## src/rtl/pcs_pkg.sv

```systemverilog
package pcs_pkg;
    localparam int PC_W    = 5;
    localparam int INSTR_W = 16;
    localparam int OP_W    = 3;
    localparam int DLY_W   = 5;
    localparam int DST_W   = 3;
    localparam int VAL_W   = 5;

    localparam int VAL_LSB = 0;
    localparam int DST_LSB = VAL_LSB + VAL_W;
    localparam int DLY_LSB = DST_LSB + DST_W;
    localparam int OP_LSB  = DLY_LSB + DLY_W;

    localparam logic [OP_W-1:0]  OP_WRITE = 3'b111;
    localparam logic [DST_W-1:0] DST_PINS = 3'b000;
    localparam logic [DST_W-1:0] DST_DIRS = 3'b100;

    typedef enum logic {
        ST_EXEC  = 1'b0,
        ST_STALL = 1'b1
    } seq_state_t;
endpackage

```

## src/rtl/pcs_next_addr.sv

```systemverilog
module pcs_next_addr #(
    parameter int PC_W = 5
) (
    input  logic [PC_W-1:0] cur_addr,
    input  logic [PC_W-1:0] loop_end,
    input  logic [PC_W-1:0] loop_start,
    output logic [PC_W-1:0] nxt_addr
);
    always_comb begin
        if (cur_addr == loop_end) begin
            nxt_addr = loop_start;
        end else begin
            nxt_addr = cur_addr + PC_W'(1);
        end
    end
endmodule

```

## src/rtl/pcs_stall_ctr.sv

```systemverilog
module pcs_stall_ctr #(
    parameter int DLY_W = 5
) (
    input  logic             clk,
    input  logic             rst_n,
    input  logic             clr,
    input  logic             load,
    input  logic [DLY_W-1:0] load_val,
    input  logic             dec,
    output logic             last
);
    logic [DLY_W-1:0] cnt_q;

    always_ff @(posedge clk) begin
        if (!rst_n) begin
            cnt_q <= '0;
        end else if (clr) begin
            cnt_q <= '0;
        end else if (load) begin
            cnt_q <= load_val;
        end else if (dec && (cnt_q != '0)) begin
            cnt_q <= cnt_q - DLY_W'(1);
        end
    end

    assign last = (cnt_q == DLY_W'(1));
endmodule

```

## src/rtl/pcs_pin_unit.sv

```systemverilog
module pcs_pin_unit
    import pcs_pkg::*;
#(
    parameter int PIN_W = VAL_W
) (
    input  logic             clk,
    input  logic             rst_n,
    input  logic             exec,
    input  logic [OP_W-1:0]  op,
    input  logic [DST_W-1:0] dst,
    input  logic [PIN_W-1:0] val,
    output logic [PIN_W-1:0] pins_q,
    output logic [PIN_W-1:0] dirs_q
);
    logic hit;
    assign hit = exec && (op == OP_WRITE);

    always_ff @(posedge clk) begin
        if (!rst_n) begin
            pins_q <= '0;
            dirs_q <= '0;
        end else if (hit) begin
            if (dst == DST_PINS) pins_q <= val;
            if (dst == DST_DIRS) dirs_q <= val;
        end
    end
endmodule

```

## src/rtl/pcs_seq_top.sv

```systemverilog
module pcs_seq_top
    import pcs_pkg::*;
#(
    parameter int AW = PC_W,
    parameter int IW = INSTR_W,
    parameter int PW = VAL_W
) (
    input  logic          clk,
    input  logic          rst_n,
    input  logic          enable,
    input  logic          restart,
    input  logic [AW-1:0] start_addr,
    input  logic [AW-1:0] loop_end,
    input  logic [AW-1:0] loop_start,
    output logic [AW-1:0] imem_addr,
    input  logic [IW-1:0] imem_data,
    output logic [PW-1:0] pins_out,
    output logic [PW-1:0] dirs_out
);
    seq_state_t state_q, state_d;
    logic [AW-1:0] pc_q, pc_d, pc_nxt;

    logic [OP_W-1:0]  f_op;
    logic [DLY_W-1:0] f_dly;
    logic [DST_W-1:0] f_dst;
    logic [PW-1:0]    f_val;

    logic exec_go, dly_load, dly_dec, advance, dly_last, stalling;

    assign f_op  = imem_data[OP_LSB  +: OP_W];
    assign f_dly = imem_data[DLY_LSB +: DLY_W];
    assign f_dst = imem_data[DST_LSB +: DST_W];
    assign f_val = imem_data[VAL_LSB +: PW];

    pcs_next_addr #(.PC_W(AW)) u_next (
        .cur_addr   (pc_q),
        .loop_end   (loop_end),
        .loop_start (loop_start),
        .nxt_addr   (pc_nxt)
    );

    pcs_stall_ctr #(.DLY_W(DLY_W)) u_stall (
        .clk      (clk),
        .rst_n    (rst_n),
        .clr      (restart),
        .load     (dly_load),
        .load_val (f_dly),
        .dec      (dly_dec),
        .last     (dly_last)
    );

    pcs_pin_unit #(.PIN_W(PW)) u_pins (
        .clk    (clk),
        .rst_n  (rst_n),
        .exec   (exec_go),
        .op     (f_op),
        .dst    (f_dst),
        .val    (f_val),
        .pins_q (pins_out),
        .dirs_q (dirs_out)
    );

    // state register process
    always_ff @(posedge clk) begin
        if (!rst_n) begin
            state_q <= ST_EXEC;
            pc_q    <= '0;
        end else begin
            state_q <= state_d;
            pc_q    <= pc_d;
        end
    end

    // next-state logic
    always_comb begin
        state_d = state_q;
        if (restart) begin
            state_d = ST_EXEC;
        end else if (enable) begin
            unique case (state_q)
                ST_EXEC:  if (f_dly != '0) state_d = ST_STALL;
                ST_STALL: if (dly_last)    state_d = ST_EXEC;
            endcase
        end
    end

    // output process: strobes for datapath units
    always_comb begin
        exec_go  = 1'b0;
        dly_load = 1'b0;
        dly_dec  = 1'b0;
        advance  = 1'b0;
        if (enable && !restart) begin
            unique case (state_q)
                ST_EXEC: begin
                    exec_go  = 1'b1;
                    dly_load = (f_dly != '0);
                    advance  = (f_dly == '0);
                end
                ST_STALL: begin
                    dly_dec = 1'b1;
                    advance = dly_last;
                end
            endcase
        end
    end

    always_comb begin
        if (restart)      pc_d = start_addr;
        else if (advance) pc_d = pc_nxt;
        else              pc_d = pc_q;
    end

    assign stalling  = (state_q == ST_STALL);
    assign imem_addr = pc_q;
endmodule

```

## config.mk

```make
export PLATFORM = sky130hd
export DESIGN_NAME = pcs_seq_top
export DESIGN_NICKNAME = d
export VERILOG_FILES = /design/src/rtl/pcs_pkg.sv /design/src/rtl/pcs_next_addr.sv /design/src/rtl/pcs_stall_ctr.sv /design/src/rtl/pcs_pin_unit.sv /design/src/rtl/pcs_seq_top.sv
export SDC_FILE = /design/constraint.sdc
export NUM_CORES = 1
export LEC_CHECK = 0
export BUFFER_PORTS_ARGS = -buffer_cell sky130_fd_sc_hd__buf_2
export CAP_MARGIN = 0
export CORE_MARGIN = 2
export CORE_UTILIZATION = 45
export DETAILED_ROUTE_END_ITERATION = 7
export PLACE_DENSITY = 0.84
export SKIP_CTS_REPAIR_TIMING = 1
export SYNTH_ARGS = -nofsm -noshare
export SYNTH_HDL_FRONTEND = slang
export SYNTH_SLANG_ARGS = --single-unit
```

## constraint.sdc

```tcl
create_clock -name clk -period 1.92 [get_ports clk]
set_input_delay 0.288 -clock clk [delete_from_list [all_inputs] [get_ports clk]]
set_output_delay 0.288 -clock clk [all_outputs]
set_load 0.005 [all_outputs]
```

==> results.md <==
- Area leader, netlist: dfxtp_1
- Cells on worst reg2reg path: 6
- Net count after synthesis: 170
- Arrival time worst endpoint: ~1.9 ns
- H-tree depth: 1
- Seq cells post-synth: 21
- Unrepaired setup endpoints after global routing: false
- DP Area: around 0.0014 sq mm
- Vias in the first global route: 1125
- Sequential fraction of the synthesis area: around 36%
- Die ar.: about 0.0030 sq mm
- Antenna diodes: 0
- Mean post-synth cell area: ~8.8 sq um
- Worst Clk Skew: around 0.008 ns
- Synth warn: 0
- Final Hold Vio Count: 0
- CTS tree: done
- Die W: around 55 um
- Drt wl/cell: roughly 13 um
- Skew-Pair Late Insertion Delay: 0.31 ns
- Maximum VDD drop: 0.000496 V
- Run status: finished clean
- Max Clk Rate: a little under 600 MHz
- Gpl congestion: between 0.8 and 0.9
- Final TNS setup: 0 ns
- Clk network pwr share: a little over a quarter
- Startpoint Class: flop
- Core Box Area: 0.00245 sq mm
- Final Cell Area: ~0.0015 sq mm
- Switching share of power: a little over a quarter
- Post-Synthesis Cell Area: around 0.0012 sq mm
- Crit path max fanout: 5
- Antenna violations before repair: 0
- Final nets: roughly 220
- Hold depth: 3
- Fill count: 217
- Ranking of synthesized cells by area: dfxtp_1 (36%), mux2i_1 (12%), nor2_1 (6.1%), xnor2_1 (5.3%), a21oi_1 (3.9%)
- Gate power share: 16.6%
- Clock transition at path regs: approximately 0.12 ns
- Final period util: between 80 and 90%
- Max_cap viols: 0
- Largest net degree at the start of global routing: 12
- Top-area cell type share of the netlist area: between 30% and 40%
- Pleak: around 0.67 nW
- Layout cells sized above 1: between 30% and 40%
- Critical path class: flop to flop
- Max Slew Vio Count: 0
- First-pass GRT wire length: roughly 4500 um
- Cell-internal power: between 0.0005 and 0.0006 W
- Starting density of the core: between 40% and 50%
- Dominant cell by count in the synthesized netlist: dfxtp_1
- Routed Antenna Nets: 0
- Via density: around 5.4
- Worst slew pin tran: 0.319 ns
- Reg power frac: between 50% and 60%
- TritonCTS Buffers: 3
- Minimum clock period: between 1.5 and 2 ns
- Final count of negative-setup-slack endpoints: 0
- Synthesis-to-layout area growth: 26.0%
- Power Dens Cells: 556 mW/mm^2
- Cells after Synth: around 130
- Slowest CP cell: dfxtp_1
- Switching pwr: between 0.0002 and 0.00025 W
- Synth unique cells: 36
- CTS Buffer Depth: 2
- 1st-pass router iterations: 4
- 1st-iter DRT viols: 21
- Grt ovf: 0
- Total number of vias: approximately 1100
- Std cell rows: 18
- Root Driver: clkbuf_4
- Critical Path RT: about 2.2 ns
- Critical Path, Cell by Cell: inv_1 -> ha_1 -> a211o_4 -> nor4_4 -> xnor2_1 -> a211oi_2
- HPWL Detailed: approximately 2200 um
- Top FF cell, synth: dfxtp_1
- Slowest stage delay, CP: about 0.46 ns
- Post-synth ARST share: 0%
- Overall Global Routing Usage: between 20 and 25%
- Worst Hold Class: primary input to flop
- Top-Level Pins: 50
- CTS Sinks: 21
- Endpoint class of the critical path: flop
- Die Y: roughly 55 um
- Slew headroom: ~78%
- PortBufs: 49
- Post-route DRC: 0
- Drt total wl: 2700 um
- Post-synth EDFFs: 0
- Synth cell count leaders: dfxtp_1 (21), nor2_1 (19), mux2i_1 (14)
## placed cells by master, fill, tap and decap left out, types with 2 or more instances in the layout
cell type	count
nand3_1	4
o21ai_0	5
nand2_1	7
clkbuf_4	3
nand2b_1	2
a221oi_1	4
buf_2	49
xnor2_1	7
mux2i_1	14
a21oi_1	9
dfxtp_1	21
nor3_1	2
ha_1	3
nand4_1	2
nor2_1	19
inv_1	10
## state kept, by name (all words and copies together) (netlist names)
signal	count
u_stall.cnt_q	5
u_pins.pins_q	5
imem_addr	5
u_pins.dirs_q	5
stalling	1
## critical path: cells and delay by family (launching register included)
| kind | cells | cell delay (ns) |
|---|---|---|
| AOI/OAI and AO/OA | 2 | 0.60 |
| xor gates and xnor gates | 1 | 0.11 |
| adders and majority gates | 1 | 0.23 |
| buffers and inverters | 1 | 0.08 |
| DFF | 1 | 0.46 |
| and+or+nand+nor | 1 | 0.16 |
## power by group through the flow
stage               registers, W  clock network [W]  logic (W)
finish                  0.000465           0.000216   0.000136
global route            0.000467           0.000237   0.000151
CTS                     0.000465           0.000224   0.000135
detailed placement      0.000475                  0   0.000135
global placement        0.000473                  0   0.000130
floorplan               0.000472                  0  0.0000710
## layer usage
metal	up-vias	part of all wire, %	track usage (%)
met5	-	0	0
met4	0	2.3	10.4
met3	7	5.8	4.64
met2	44	49	35.9
met1	524	43	22.6
li1	570	-	-
## worst paths after layout
kind               startpoint                to  slack, ns
min              imem_data[1]  u_pins.dirs_q[1]       0.22
min reg2reg  u_pins.pins_q[1]  u_pins.pins_q[1]       0.51
max reg2reg  u_stall.cnt_q[0]  u_stall.cnt_q[3]       0.21
max          u_stall.cnt_q[0]  u_stall.cnt_q[3]       0.21
## metrics by stage
step / power [W] / utilization [%] / cells / hold slack, ns / worst slack [ns]
finish: 0.000816 / 59.8 / 213 / 0.220 / 0.213
global route: 0.000855 / 59.8 / 213 / 0.247 / 0.133
CTS: 0.000824 / 59.8 / 213 / 0.213 / 0.216
detailed placement: 0.000610 / 58.7 / 209 / 0.484 / 0.240
global placement: 0.000603 / 58.7 / 209 / 0.474 / 0.359
floorplan: 0.000543 / - / 132 / 0.417 / 0.396
## area by class of cell
| type | instances | area, sq um | area share (%) |
|---|---|---|---|
| multi-input cells | 98 | 693 | 47.2 |
| flip-flops and latches | 21 | 420 | 28.6 |
| repair buffers | 50 | 253 | 17.2 |
| inverters | 10 | 37.5 | 2.56 |
| well taps | 30 | 37.5 | 2.56 |
| clock buffers | 4 | 26.3 | 1.79 |
## kinds of logic after synthesis
group / Yosys count / synth area share (%)
adders and majority gates: 3 / 3.22
and+or+nand+nor: 47 / 22.5
AOI/OAI and AO/OA: 26 / 15.8
xor gates and xnor gates: 8 / 6.02
DFF: 21 / 36.1
buffers and inverters: 13 / 4.40
muxes: 14 / 12.0
No activity file was read; power rests on OpenSTA's default activity.
